**config.mk**
```make
export PLATFORM = sky130hd
export DESIGN_NAME = irq_msi_gateway
export DESIGN_NICKNAME = d
export VERILOG_FILES = /design/src/rtl/irq_msi_gateway_pkg.sv /design/src/rtl/irq_msi_gateway_ctrl.sv /design/src/rtl/irq_msi_gateway_datapath.sv /design/src/rtl/irq_msi_gateway.sv
export SDC_FILE = /design/constraint.sdc
export NUM_CORES = 1
export LEC_CHECK = 0
export BUFFER_PORTS_ARGS = -buffer_cell sky130_fd_sc_hd__buf_2
export CORE_ASPECT_RATIO = 1.5
export CORE_MARGIN = 2
export CORE_UTILIZATION = 44
export CTS_BUF_LIST = sky130_fd_sc_hd__clkbuf_8
export CTS_CLUSTER_SIZE = 16
export DETAILED_ROUTE_END_ITERATION = 6
export SKIP_LAST_GASP = 1
export SYNTH_ARGS = -nofsm -noshare
export SYNTH_HDL_FRONTEND = slang
export SYNTH_SLANG_ARGS = --single-unit
```
**constraint.sdc**
```tcl
create_clock -name clk -period 10.3 [get_ports clk]
set_clock_uncertainty 0.15 [all_clocks]
set_input_delay 1.03 -clock clk [delete_from_list [all_inputs] [get_ports clk]]
set_output_delay 1.03 -clock clk [all_outputs]
set_load 0.02 [all_outputs]
```
**src/rtl/irq_msi_gateway_pkg.sv**
```systemverilog
package irq_msi_gateway_pkg;

  localparam int ID_W      = 10;  // identities up to 1023
  localparam int SHIFT_W   = 5;   // group shift field
  localparam int GWID_W    = 3;   // group width field
  localparam int GRP_W     = 7;   // widest group index
  localparam int PAGE_BITS = 12;  // page offset bits

  typedef enum logic [2:0] {
    SM_OFF    = 3'd0,
    SM_DETACH = 3'd1,
    SM_RSV2   = 3'd2,
    SM_RSV3   = 3'd3,
    SM_RISE   = 3'd4,
    SM_FALL   = 3'd5,
    SM_HIGH   = 3'd6,
    SM_LOW    = 3'd7
  } srcMode_e;

  typedef enum logic [2:0] {
    WK_DOMAIN   = 3'd0,
    WK_MODE     = 3'd1,
    WK_SETEN    = 3'd2,
    WK_CLREN    = 3'd3,
    WK_SETPEND  = 3'd4,
    WK_HARTBASE = 3'd5
  } wrKind_e;

  // Strobes from control to datapath
  typedef struct packed {
    logic            modeWr;
    logic            hartWr;
    logic            setEn;
    logic            clrEn;
    logic            setPend;
    logic [ID_W-1:0] wrId;
    logic [ID_W-1:0] wrIdx;
    logic            capture;
    logic [ID_W-1:0] capId;
    logic            deliver;
    logic [ID_W-1:0] dlvId;
  } gwStrobe_t;

endpackage

```
**src/rtl/irq_msi_gateway_ctrl.sv**
```systemverilog
module irq_msi_gateway_ctrl
  import irq_msi_gateway_pkg::*;
#(
  parameter int NUM_SRC  = 8,
  parameter int NUM_HART = 4
) (
  input  logic                 clk,
  input  logic                 rstN,
  input  logic                 wrEn,
  input  logic [2:0]           wrKind,
  input  logic [ID_W-1:0]      wrIndex,
  input  logic [ID_W-1:0]      cfgWord,
  input  logic [NUM_SRC-1:0]   eligible,
  input  logic                 msiReady,
  output logic                 msiValid,
  output logic [ID_W-1:0]      msiId,
  output logic                 domIe,
  output logic                 domMsi,
  output logic [SHIFT_W-1:0]   groupShift,
  output logic [GWID_W-1:0]    groupWidth,
  output gwStrobe_t            stb
);

  localparam logic [ID_W-1:0] SRC_CNT  = ID_W'(NUM_SRC);
  localparam logic [ID_W-1:0] HART_CNT = ID_W'(NUM_HART);

  logic            idValid;
  logic            pickFound;
  logic [ID_W-1:0] pickId;
  logic            busyQ;
  logic [ID_W-1:0] curIdQ;
  logic            gateOpen;

  assign idValid = (cfgWord != '0) && (cfgWord <= SRC_CNT);

  // Write decode
  always_comb begin
    stb         = '0;
    stb.wrId    = cfgWord;
    stb.wrIdx   = wrIndex;
    stb.modeWr  = wrEn && (wrKind == WK_MODE) && (wrIndex < SRC_CNT);
    stb.hartWr  = wrEn && (wrKind == WK_HARTBASE) && (wrIndex < HART_CNT);
    stb.setEn   = wrEn && (wrKind == WK_SETEN) && idValid;
    stb.clrEn   = wrEn && (wrKind == WK_CLREN) && idValid;
    stb.setPend = wrEn && (wrKind == WK_SETPEND) && idValid;
    stb.capture = !busyQ && pickFound && gateOpen;
    stb.capId   = pickId;
    stb.deliver = busyQ && msiReady;
    stb.dlvId   = curIdQ;
  end

  // Domain configuration
  always_ff @(posedge clk) begin
    if (!rstN) begin
      domIe      <= 1'b0;
      domMsi     <= 1'b0;
      groupShift <= '0;
      groupWidth <= '0;
    end else if (wrEn && wrKind == WK_DOMAIN) begin
      domIe      <= cfgWord[0];
      domMsi     <= cfgWord[1];
      groupShift <= cfgWord[2 +: SHIFT_W];
      groupWidth <= cfgWord[2 + SHIFT_W +: GWID_W];
    end
  end

  assign gateOpen = domIe && domMsi;

  // Lowest identity wins: scan downward, last hit sticks
  always_comb begin
    pickFound = 1'b0;
    pickId    = '0;
    for (int i = NUM_SRC - 1; i >= 0; i--) begin
      if (eligible[i]) begin
        pickFound = 1'b1;
        pickId    = ID_W'(i + 1);
      end
    end
  end

  // Single outstanding message
  always_ff @(posedge clk) begin
    if (!rstN) begin
      busyQ  <= 1'b0;
      curIdQ <= '0;
    end else if (stb.capture) begin
      busyQ  <= 1'b1;
      curIdQ <= pickId;
    end else if (busyQ && msiReady) begin
      busyQ  <= 1'b0;
    end
  end

  assign msiValid = busyQ;
  assign msiId    = curIdQ;

endmodule

```
**src/rtl/irq_msi_gateway_datapath.sv**
```systemverilog
module irq_msi_gateway_datapath
  import irq_msi_gateway_pkg::*;
#(
  parameter int NUM_SRC  = 8,
  parameter int NUM_HART = 4,
  parameter int DATA_W   = 32
) (
  input  logic                        clk,
  input  logic                        rstN,
  input  gwStrobe_t                   stb,
  input  logic [DATA_W-1:0]           wrData,
  input  logic [NUM_SRC-1:0]          srcIn,
  input  logic [SHIFT_W-1:0]          groupShift,
  input  logic [GWID_W-1:0]           groupWidth,
  output logic [NUM_SRC-1:0]          eligible,
  output logic [DATA_W+PAGE_BITS-1:0] msiAddr,
  output logic [GRP_W-1:0]            msiGroup
);

  localparam int HART_W = (NUM_HART > 1) ? $clog2(NUM_HART) : 1;

  srcMode_e          modeQ   [NUM_SRC];
  logic [HART_W-1:0] hartQ   [NUM_SRC];
  logic [DATA_W-1:0] basePpn [NUM_HART];
  logic [NUM_SRC-1:0] enQ, pendQ, prevQ, pendNext;

  // Per-source trigger logic
  for (genvar g = 0; g < NUM_SRC; g++) begin : gSrc
    localparam logic [ID_W-1:0] MY_ID = ID_W'(g + 1);
    logic rise, fall, swSet, sent, active, nxt;

    assign rise   = srcIn[g] & ~prevQ[g];
    assign fall   = ~srcIn[g] & prevQ[g];
    assign swSet  = stb.setPend && (stb.wrId == MY_ID);
    assign sent   = stb.deliver && (stb.dlvId == MY_ID);

    always_comb begin
      active = 1'b1;
      case (modeQ[g])
        SM_DETACH: nxt = swSet | (pendQ[g] & ~sent);
        SM_RISE:   nxt = rise | swSet | (pendQ[g] & ~sent);
        SM_FALL:   nxt = fall | swSet | (pendQ[g] & ~sent);
        SM_HIGH:   nxt = enQ[g] & srcIn[g];
        SM_LOW:    nxt = enQ[g] & ~srcIn[g];
        default: begin
          nxt    = 1'b0;
          active = 1'b0;
        end
      endcase
    end

    assign pendNext[g] = nxt;
    assign eligible[g] = pendQ[g] & enQ[g] & active;
  end

  // Source and hart state
  always_ff @(posedge clk) begin
    if (!rstN) begin
      enQ   <= '0;
      pendQ <= '0;
      prevQ <= '0;
      for (int i = 0; i < NUM_SRC; i++) begin
        modeQ[i] <= SM_OFF;
        hartQ[i] <= '0;
      end
      for (int h = 0; h < NUM_HART; h++) basePpn[h] <= '0;
    end else begin
      prevQ <= srcIn;
      pendQ <= pendNext;
      for (int i = 0; i < NUM_SRC; i++) begin
        if (stb.modeWr && stb.wrIdx == ID_W'(i)) begin
          modeQ[i] <= srcMode_e'(wrData[2:0]);
          hartQ[i] <= wrData[8 +: HART_W];
        end
        if (stb.setEn && stb.wrId == ID_W'(i + 1))      enQ[i] <= 1'b1;
        else if (stb.clrEn && stb.wrId == ID_W'(i + 1)) enQ[i] <= 1'b0;
      end
      for (int h = 0; h < NUM_HART; h++) begin
        if (stb.hartWr && stb.wrIdx == ID_W'(h)) basePpn[h] <= wrData;
      end
    end
  end

  // Payload selection for the captured identity
  logic [HART_W-1:0]  selHart;
  logic [DATA_W-1:0]  selPpn;
  logic [SHIFT_W:0]   shAmt;
  logic [DATA_W-1:0]  shifted;
  logic [GRP_W-1:0]   grpCalc;
  logic [DATA_W-1:0]  ppnQ;
  logic [GRP_W-1:0]   grpQ;

  always_comb begin
    selHart = '0;
    for (int i = 0; i < NUM_SRC; i++)
      if (stb.capId == ID_W'(i + 1)) selHart = hartQ[i];
    selPpn = '0;
    for (int h = 0; h < NUM_HART; h++)
      if (HART_W'(h) == selHart) selPpn = basePpn[h];
  end

  assign shAmt   = {1'b0, groupShift} + (SHIFT_W + 1)'(PAGE_BITS);
  assign shifted = selPpn >> shAmt;
  assign grpCalc = shifted[GRP_W-1:0] & ~({GRP_W{1'b1}} << groupWidth);

  always_ff @(posedge clk) begin
    if (!rstN) begin
      ppnQ <= '0;
      grpQ <= '0;
    end else if (stb.capture) begin
      ppnQ <= selPpn;
      grpQ <= grpCalc;
    end
  end

  assign msiAddr  = {ppnQ, {PAGE_BITS{1'b0}}};
  assign msiGroup = grpQ;

endmodule

```
**src/rtl/irq_msi_gateway.sv**
```systemverilog
module irq_msi_gateway
  import irq_msi_gateway_pkg::*;
#(
  parameter int  NUM_SRC  = 8,
  parameter int  NUM_HART = 4,
  parameter int  DATA_W   = 32,
  localparam int ADDR_W   = DATA_W + 12
) (
  input  logic               clk,
  input  logic               rstN,
  input  logic               wrEn,
  input  logic [2:0]         wrKind,
  input  logic [9:0]         wrIndex,
  input  logic [DATA_W-1:0]  wrData,
  input  logic [NUM_SRC-1:0] srcIn,
  input  logic               msiReady,
  output logic               msiValid,
  output logic [ADDR_W-1:0]  msiAddr,
  output logic [9:0]         msiData,
  output logic [6:0]         msiGroup
);

  gwStrobe_t            stb;
  logic [NUM_SRC-1:0]   eligible;
  logic                 domIe;
  logic                 domMsi;
  logic [SHIFT_W-1:0]   groupShift;
  logic [GWID_W-1:0]    groupWidth;

  irq_msi_gateway_ctrl #(
    .NUM_SRC (NUM_SRC),
    .NUM_HART(NUM_HART)
  ) ctrl (
    .clk       (clk),
    .rstN      (rstN),
    .wrEn      (wrEn),
    .wrKind    (wrKind),
    .wrIndex   (wrIndex),
    .cfgWord   (wrData[ID_W-1:0]),
    .eligible  (eligible),
    .msiReady  (msiReady),
    .msiValid  (msiValid),
    .msiId     (msiData),
    .domIe     (domIe),
    .domMsi    (domMsi),
    .groupShift(groupShift),
    .groupWidth(groupWidth),
    .stb       (stb)
  );

  irq_msi_gateway_datapath #(
    .NUM_SRC (NUM_SRC),
    .NUM_HART(NUM_HART),
    .DATA_W  (DATA_W)
  ) dpath (
    .clk       (clk),
    .rstN      (rstN),
    .stb       (stb),
    .wrData    (wrData),
    .srcIn     (srcIn),
    .groupShift(groupShift),
    .groupWidth(groupWidth),
    .eligible  (eligible),
    .msiAddr   (msiAddr),
    .msiGroup  (msiGroup)
  );

endmodule

```
==> results of run 1 <==
==> flip-flops by register name (all words and copies together) (netlist names), 7 cells and up <==
name / count
dpath.basePpn: 128
dpath.ppnQ: 32
dpath.modeQ: 24
dpath.hartQ: 16
dpath.enQ: 8
dpath.pendQ: 8
dpath.prevQ: 8
dpath.msiGroup: 7
==> cell usage after synthesis, drive strengths merged, types with 9 or more instances <==
cell type,instances
and2,118
buf,35
edfxtp,168
nor2,116
inv,13
nand2,192
mux2i,49
clkbuf,45
nand2b,15
mux4,17
nand3,12
nor2b,17
o21ai,28
dfxtp,78
a311oi,18
o211ai,11
nor3,13
o22ai,9
a21oi,73
and3,17
==> area by class of cell <==
type,instances,area [µm²]
Fill cell,2494,13230
Sequential cell,246,6606
Multi-Input combinational cell,817,4981
Clock buffer,48,660.6
Timing Repair Buffer,114,605.6
Tap cell,337,421.7
Clock inverter,26,112.6
Inverter,14,52.55
==> cell families (layout without fill, tap and decap cells) <==
logic type             Yosys count  after routing  share of synthesized area (%)
multiplexers                    73             73                          7.988
AND/OR/NAND/NOR                520            520                          20.71
buffers and inverters           94            202                          4.025
other                            1             18                        0.03134
AO/OA/AOI/OAI                  204            204                          11.89
XOR/XNOR                         2              2                         0.1464
flip-flops                     246            246                          55.21
==> cells in the final DEF (no fill, tap or decap), types with 13 or more instances in the layout <==
master	instances
clkbuf_8	48
nand2b_1	15
nand2_1	192
conb_1	18
and2_1	118
o21ai_0	22
a21oi_1	73
buf_4	14
mux4_2	17
dfxtp_1	78
nor3_1	13
a311oi_1	18
buf_2	100
nor2b_1	16
edfxtp_1	168
mux2i_1	49
and3_1	17
inv_1	26
nor2_1	116
==> routing by layer <==
metal / track usage [%] / vias to the layer above / part of all wire (%)
li1: - / 4236 / -
met1: 25.39 / 4287 / 38
met2: 43.48 / 284 / 54
met3: 3.823 / 73 / 4.6
met4: 10.79 / 0 / 3.9
met5: 0 / - / 0
==> metrics by stage <==
step                      hold WS, ns  instance area, µm²  utilization (%)  setup slack (ns)  cells
after floorplan                0.2864               12030                -             6.504   1157
after global placement         0.2931               12670            47.49             5.744   1528
after detailed placement       0.2963               12670            47.49             5.713   1528
after CTS                      0.3044               13440            50.39             5.693   1602
after global routing           0.3263               13440            50.39             5.354   1602
final                          0.3020               13440            50.39             5.660   1602
==> worst max-delay path: cells and delay by family, from the launching register on <==
family / cells / cell delay (ns)
AO/OA/AOI/OAI: 6 / 1.62
multiplexers: 2 / 0.51
flip-flops: 1 / 0.42
buffers and inverters: 1 / 0.59
AND/OR/NAND/NOR: 4 / 1.14
==> final timing paths <==
kind                          start                end  cells after the start
hold / removal       dpath.ppnQ[19]     dpath.ppnQ[19]                      2
setup reg to reg  dpath.modeQ[0][0]  dpath.msiGroup[0]                     13
hold reg to reg      dpath.ppnQ[19]     dpath.ppnQ[19]                      2
setup / recovery  dpath.modeQ[0][0]  dpath.msiGroup[0]                     13
==> power groups by stage <==
stage,clock network (W),registers [W],logic (W)
after floorplan,0,0.00112,0.0000755
after global routing,0.000884,0.00111,0.000125
after global placement,0,0.00113,0.000114
after CTS,0.000842,0.00111,0.000115
final,0.000819,0.00111,0.000115
after detailed placement,0,0.00113,0.000115
==> metrics.txt, run 1 <==
syn_area_per_cell=10.50 µm²; Static Leakage=5.211 nW; Max VDD drop=0.1043 mV; fin crit share=45.05%; leading area contributor after synthesis=edfxtp_1; critical path type=flip-flop to flip-flop; Reg clk slew, reported paths=0.07 ns; I/O Pins=119; Syn Inst Count=1140; FF-to-FF setup slack=5.66 ns; crit path capture type=flip-flop; Seq pwr share=54.3%; Sink Count=246; CTS tree=yes; ant diodes=0; largest net degree at the start of global routing=56; die width=138.7 µm; die area=28560 µm²; HP Class=flip-flop to flip-flop; Final Power=0.002045 W; dominant cells by area after synthesis=edfxtp_1, dfxtp_1, and2_1; area of the core=26670 µm²; max-slew violations=0; Initial Utilization=44.87%; detailed placement HPWL=22.99 mm; port bufs=100; # setup viols final=0; switching power share of the total=24.08%; vias per cell=5.543; global route overflow=0; Peak Freq=0.2155 GHz; Slowest-stage cell, CP=buf_4; post-route ant nets=0; Gate power share=5.6%; Die Y=206.0 µm; H-tree depth=2; Yosys top cell area share=42.16%; cell area after synthesis=11970 µm²; drt wl/cell=20.69 µm; RSZ-0062 raised after global routing=false; CP Launch Type=flip-flop; Clock Latency Late Sink=0.57 ns; Vias=8880; Post-CTS Hold Buffers=0; flops & latches, synth=246; crit path DAT=4.95 ns; clk buf depth=3; GP Congestion=0.8823; yosys warns=0; Detailed Route Iter0 Violations=587; Site Rows=73; setup tns final=0 ns; Synth cell types=73; Area Growth Syn to Fin=12.32%; EDFF count, synth=168; CTS buffer count=40; sequential-to-total area share from yosys stat=55.21%; Post-CTS Resized=0; Req. time, crit path=10.61 ns; Net Sw Power=0.0004922 W; critical path fanouts, max=54; Worst path most repeated cell=mux2i_1; Worst-Margin Slew=0.9318 ns; fraction of layout cells with a size suffix above 1=16.76%; PD cells=152.1 nW/µm²; status=completed; Tmin final=4.640 ns; Async S/R FF share, synth=0%; Final nets=1290; DRC Markers=0; Slowest Stage Delay on Critical Path=0.59 ns; Routed WL=33.15 mm; headroom to the max-slew limit=37.88%; final-report hold violation count=0; CTS root buffer=clkbuf_8; max cap viols=0; Post-synth top flop=edfxtp_1; Total GRT Usage=23.09%; Post-CTS Setup Repair Bufs=0; vias in the first global route=8915; Cell Int Power=0.001552 W; DR pass1 iterations=5; antenna violations before repair=0; power share of the clock group=40.1%; first-pass GRT wire length=50.61 mm; worst-path cell chain=nor2b_1 -> o211ai_2 -> nand3_1 -> or2_4 -> o32ai_4 -> o31a_2 -> buf_4 -> mux2i_1 -> mux2i_1 -> a221o_1 -> a221oi_2 -> nand2_1 -> a31o_1
Power figures use the tool's default switching activity.
==> run 2, diff against run 1 <==
--- a/config.mk
+++ b/config.mk
@@ -5,6 +5,7 @@
 export SDC_FILE = /design/constraint.sdc
 export NUM_CORES = 1
 export LEC_CHECK = 0
+export ABC_AREA = 1
 export BUFFER_PORTS_ARGS = -buffer_cell sky130_fd_sc_hd__buf_2
 export CORE_ASPECT_RATIO = 1.5
 export CORE_MARGIN = 2
==> constraint.sdc (replaced) <==
create_clock -name clk -period 4.85 [get_ports clk]
set_clock_uncertainty 0.15 [all_clocks]
set_input_delay 0.485 -clock clk [delete_from_list [all_inputs] [get_ports clk]]
set_output_delay 0.485 -clock clk [all_outputs]
set_load 0.02 [all_outputs]
==> run 2 against run 1 <==
  * Synthesized area up 1.0%
  * Final cell count up 19%
  * Global-route usage up 1.5 points
  * Critical path depth up 14
  * Utilization down 0.21 points
  * Count of clock-buffer cells in the layout down 3
  * Die area up 0.98%
  * Synthesized cell count up 25%
  * Clock power up 110%
  * Sequential share of layout area down 0.62 points
  * Total power up 110%
==> metrics.txt, run 2 <==
status=completed; CP Launch Type=flip-flop; crit path capture type=flip-flop; Max VDD drop=0.2198 mV; Syn Inst Count=1427; vias per cell=5.271; Detailed Route Iter0 Violations=711; Initial Utilization=44.55%; Total GRT Usage=24.62%; Final Power=0.004364 W; die width=139.3 µm; GP Congestion=0.9229; Hold Worst Slack=0.03242 ns; critical path fanouts, max=16; ant diodes=0; Net Sw Power=0.001068 W; Biggest register=dpath.basePpn; HP Class=primary input to flip-flop; placed cell count=1828; Final nets=1590; RSZ-0062 raised after global routing=false; crit path DAT=4.21 ns; Gate power share=6.4%; Synth cell types=49; H-tree depth=2; Area Growth Syn to Fin=12.63%; Cell Int Power=0.003296 W; leading area contributor after synthesis=edfxtp_1; detailed placement HPWL=24.89 mm; die area=28840 µm²; yosys warns=0; Reg clk slew, reported paths=0.06 ns; Static Leakage=5.835 nW; Site Rows=74; most frequent cells after synthesis=nand2_1, nor2_1, edfxtp_1, inv_1, nand3_1; cell area after synthesis=12090 µm²; drt wl/cell=18.61 µm; commonest non-fill, non-tap cell in the layout=nand2_1; power share of the clock group=39.6%; CTS tree=yes; fin crit share=79.96%; DRC Markers=0; I/O Pins=119; post-route ant nets=0; max cap viols=0; Sink Count=246; Core Util, Final=50.18%; Yosys top cell area share=41.74%; setup tns final=0 ns; largest net degree at the start of global routing=50; DR pass1 iterations=5; Vias=10041; # setup viols final=0; fin cells=1905; Tmin final=3.878 ns; switching power share of the total=24.48%; Worst-Margin Slew=1.062 ns; largest registers=dpath.basePpn (128), dpath.ppnQ (32), dpath.modeQ (24); Storage cell area=6606 µm²; Clock Latency Late Sink=0.55 ns; Req. time, crit path=5.18 ns; count leader, synth=nand2_1; Async S/R FF share, synth=0%; port bufs=100; Post-synth top flop=edfxtp_1; EDFF count, synth=168; PD cells=320.6 nW/µm²; vias in the first global route=10020; Seq pwr share=54.0%; commonest cells after routing, fill and taps aside=nand2_1, nor2_1, edfxtp_1; Peak Freq=0.2579 GHz; max-slew violations=0; CTS root buffer=clkbuf_8; antenna violations before repair=0; headroom to the max-slew limit=28.43%; syn_area_per_cell=8.470 µm²; Post-CTS Resized=0; Post-CTS Hold Buffers=6; critical path type=flip-flop to flip-flop; Die Y=207.0 µm; # fillers=2639; max reg flops=128; clk buf depth=3; CTS buffer count=39; global route overflow=0; area of the multi-input gates=4521 µm²; dominant cells by area after synthesis=edfxtp_1, dfxtp_1, nand2_1; area of the core=27130 µm²; first-pass GRT wire length=54.52 mm; Post-CTS Setup Repair Bufs=0; sequential-to-total area share from yosys stat=54.66%; flops & latches, synth=246; fraction of layout cells with a size suffix above 1=15.48%; final-report hold violation count=0; Routed WL=35.44 mm
[run 2: changes by cell type after synthesis, sizes merged, moves of 17 or more]
cell / previous run / this run
nor2b: 17 / 0
nor2: 116 / 244
a311oi: 18 / 0
and3: 17 / 0
nand3: 12 / 137
nand2: 192 / 321
mux2i: 49 / 0
and2: 118 / 0
nand4: 1 / 33
mux4: 17 / 0
o21ai: 28 / 66
inv: 13 / 157
[run 2: routing by layer]
layer | track usage, % | vias up | part of all wire, %
met2 | 45.92 | 323 | 52
met1 | 27.32 | 4701 | 39
met4 | 12.52 | 0 | 4.6
met3 | 3.460 | 102 | 4.4
met5 | 0 | - | 0
li1 | - | 4915 | -
[run 2: cells by family (layout without fill, tap and decap cells)]
family | count (synthesis) | count (layout) | share of synthesized area [%]
simple gates | 767 | 767 | 28.13
flops | 246 | 246 | 54.66
buf+inv | 237 | 356 | 8.540
compound gates | 176 | 176 | 8.644
other cells | 1 | 18 | 0.03103
[run 2: layout make-up]
type	instances	area share, %
clock buffers	45	4.550
clock inverters	26	0.9743
inverters	160	4.430
multi-input cells	961	33.21
flip-flops and latches	246	48.53
well taps	342	3.143
repair buffers	125	5.165
[run 2: worst paths after layout]
kind,cells past startpoint,startpoint,slack (ns),to
setup / recovery,27,dpath.modeQ[6][1],0.97,dpath.msiGroup[0]
hold / removal,3,srcIn[7],0.03,dpath.prevQ[7]
setup reg to reg,27,dpath.modeQ[6][1],0.97,dpath.msiGroup[0]
hold reg to reg,2,dpath.ppnQ[4],0.31,dpath.ppnQ[4]
[run 2: per-stage QoR]
stage / worst slack, ns / instance area [µm²]
floorplan: 1.969 / 12150
global placement: 1.089 / 12800
detailed placement: 1.042 / 12800
CTS: 1.005 / 13610
global route: 0.5913 / 13610
finish: 0.9720 / 13610
[run 2: power by group through the flow]
stage	combinational, W	sequential (W)	clock [W]
floorplan	0.000185	0.00239	0
global placement	0.000274	0.00240	0
detailed placement	0.000276	0.00240	0
CTS	0.000281	0.00236	0.00177
global route	0.000313	0.00236	0.00186
finish	0.000281	0.00236	0.00173
[run 2: worst max-delay path, cell delays in order (launching register included)]
cell and delay, ns:
edfxtp_1 0.42, inv_2 0.08, nand2_2 0.06, a21oi_1 0.16, nand2_1 0.10, nand2_1 0.07, nand2_1 0.07, nand2_1 0.08
nand2_2 0.11, nand4_1 0.12, nand3_1 0.14, nor2_2 0.12, nand4_2 0.10, nor2_4 0.45, nand2_4 0.14, inv_2 0.32
nand2_1 0.09, nand2_1 0.13, nand2_1 0.09, nand2_1 0.09, nand3_1 0.13, nand3_1 0.15, nand3_1 0.09, nand2_1 0.08
nand2_1 0.05, nand2_1 0.06, nand2_1 0.06, a21oi_2 0.11
==> run 3, diff against run 2 <==
--- a/config.mk
+++ b/config.mk
@@ -5,7 +5,7 @@
 export SDC_FILE = /design/constraint.sdc
 export NUM_CORES = 1
 export LEC_CHECK = 0
-export ABC_AREA = 1
+export ABC_AREA = 0
 export BUFFER_PORTS_ARGS = -buffer_cell sky130_fd_sc_hd__buf_2
 export CORE_ASPECT_RATIO = 1.5
 export CORE_MARGIN = 2
==> constraint.sdc (replaced) <==
create_clock -name clk -period 3.8 [get_ports clk]
set_clock_uncertainty 0.15 [all_clocks]
set_input_delay 0.38 -clock clk [delete_from_list [all_inputs] [get_ports clk]]
set_output_delay 0.38 -clock clk [all_outputs]
set_load 0.02 [all_outputs]
==> run 3 against run 2 <==
  * Via count decreased by 7.0%
  * Register-to-register slack got worse by 0.90 ns
  * Utilization increased by 5.1 points
  * Die area decreased by 0.97%
  * Critical path type unchanged
  * Largest power group unchanged
  * Highest routed layer unchanged
==> metrics.txt, run 3 (synthesized netlist as in run 1, its figures left out) <==
drt wl/cell=19.71 µm; setup tns final=0 ns; Hold Worst Slack=0.04846 ns; CTS root buffer=clkbuf_8; Max VDD drop=0.2899 mV; area of the core=26670 µm²; Routed WL=33.88 mm; largest registers=dpath.basePpn (128), dpath.ppnQ (32), dpath.modeQ (24); max reg flops=128; Total GRT Usage=23.41%; ant diodes=0; Biggest register=dpath.basePpn; fin crit share=98.21%; Req. time, crit path=4.08 ns; clk buf depth=3; crit path capture type=flip-flop; PD cells=380.4 nW/µm²; headroom to the max-slew limit=40.22%; crit path DAT=4.01 ns; final-report hold violation count=0; Static Leakage=5.784 nW; antenna violations before repair=0; GP Congestion=0.9332; Final nets=1411; critical path type=flip-flop to flip-flop; final instance area=14750 µm²; CTS tree=yes; worst setup margin=0.06811 ns; Place WS=-0.04940 ns; largest net degree at the start of global routing=57; Peak Freq=0.2680 GHz; Worst-Margin Slew=0.8954 ns; critical path fanouts, max=7; die width=138.7 µm; Vias=9340; max-slew violations=0; Worst path most repeated cell=mux2i_2; I/O Pins=119; Site Rows=73; H-tree depth=2; max cap viols=0; first-pass GRT wire length=51.55 mm; placed instance area=13330 µm²; commonest non-fill, non-tap cell in the layout=nand2_1; vias in the first global route=9500; Die Y=206.0 µm; worst-path cell chain=nor2b_1 -> o211ai_4 -> buf_4 -> nand4b_1 -> nor3_1 -> nand2_1 -> o31a_4 -> clkbuf_16 -> mux2i_2 -> mux2i_2 -> mux4_2 -> a21o_1 -> o22ai_2 -> o21ai_1; HP Class=primary input to flip-flop; DR pass1 iterations=5; fraction of layout cells with a size suffix above 1=22.79%; Slowest-stage cell, CP=mux4_2; DRC Markers=0; placed cell count=1600; worst path bufs/invs=2; CP Launch Type=flip-flop; fin cells=1719; vias per cell=5.433; commonest cells after routing, fill and taps aside=nand2_1, edfxtp_1, and2_1; Initial Utilization=44.87%; delay-heaviest family, CP=compound AO/OA/AOI/OAI gates; RSZ-0062 raised after global routing=true; status=completed; Sink Count=246; CTS buffer count=39; die area=28560 µm²; Clock Latency Late Sink=0.57 ns; global route overflow=0; detailed placement HPWL=23.68 mm; post-route ant nets=0; port bufs=100; Area Growth Syn to Fin=23.30%; Tmin final=3.732 ns; Reg clk slew, reported paths=0.06 ns; Slowest Stage Delay on Critical Path=0.46 ns; # setup viols final=0; Detailed Route Iter0 Violations=688
## run 3: cell types whose count changed in the layout (fill, tap and decap cells not counted), moves of 18 or more
cell | previous run | this run
o21ai_0 | 52 | 20
inv_1 | 159 | 28
a311oi_1 | 0 | 18
nor2_1 | 235 | 116
nand2_1 | 305 | 192
dlygate4sd3_1 | 6 | 40
nand4_1 | 31 | 1
mux2i_1 | 0 | 30
buf_4 | 19 | 82
nand3_1 | 130 | 12
and2_1 | 0 | 118
## run 3: where the power goes
part / internal, W / switching [W]
combinational: 0.000171 / 0.000232
clock: 0.00117 / 0.00103
sequential: 0.00296 / 0.0000500
total: 0.00430 / 0.00131
## run 3: what timing repair did
item / CTS / global route
resized for setup: 1 / 34
pin swaps: 0 / 12
gates cloned: 0 / 3
endpoints found under the setup margin: 3 / 7
setup buffers: 0 / 7
hold buffers: 40 / 0
endpoints found under the hold margin: 103 / 0
## run 3: area by class of cell
cell class	count	area [µm²]
Clock buffer	43	591.8
Timing Repair Buffer	236	1803
Inverter	14	52.55
Tap cell	337	421.7
Multi-Input combinational cell	817	5124
Sequential cell	246	6606
Clock inverter	26	155.1
Fill cell	2398	11920
## run 3: per-stage QoR
step | power, W | utilization, %
after global placement | 0.003415 | 49.99
after detailed placement | 0.003420 | 49.99
after global routing | 0.005811 | 55.32
final | 0.005612 | 55.32
after CTS | 0.005648 | 54.32
after floorplan | 0.003251 | -
## run 3: final timing paths
| check | from | endpoint | slack (ns) | cells past startpoint |
|---|---|---|---|---|
| worst min register to register | dpath.ppnQ[19] | dpath.ppnQ[19] | 0.30 | 2 |
| worst max-delay path | dpath.modeQ[3][0] | dpath.msiGroup[5] | 0.07 | 14 |
| worst min-delay path | wrData[31] | dpath.basePpn[1][31] | 0.05 | 2 |
| worst max register to register | dpath.modeQ[3][0] | dpath.msiGroup[5] | 0.07 | 14 |
## run 3: per-layer routing
| layer | wire length [µm] | GRT usage (%) | vias up |
|---|---|---|---|
| met3 | 1511 | 3.800 | 90 |
| met4 | 1552 | 11.51 | 0 |
| li1 | - | - | 4468 |
| met5 | 0 | 0 | - |
| met2 | 17970 | 43.99 | 268 |
| met1 | 12850 | 25.61 | 4514 |
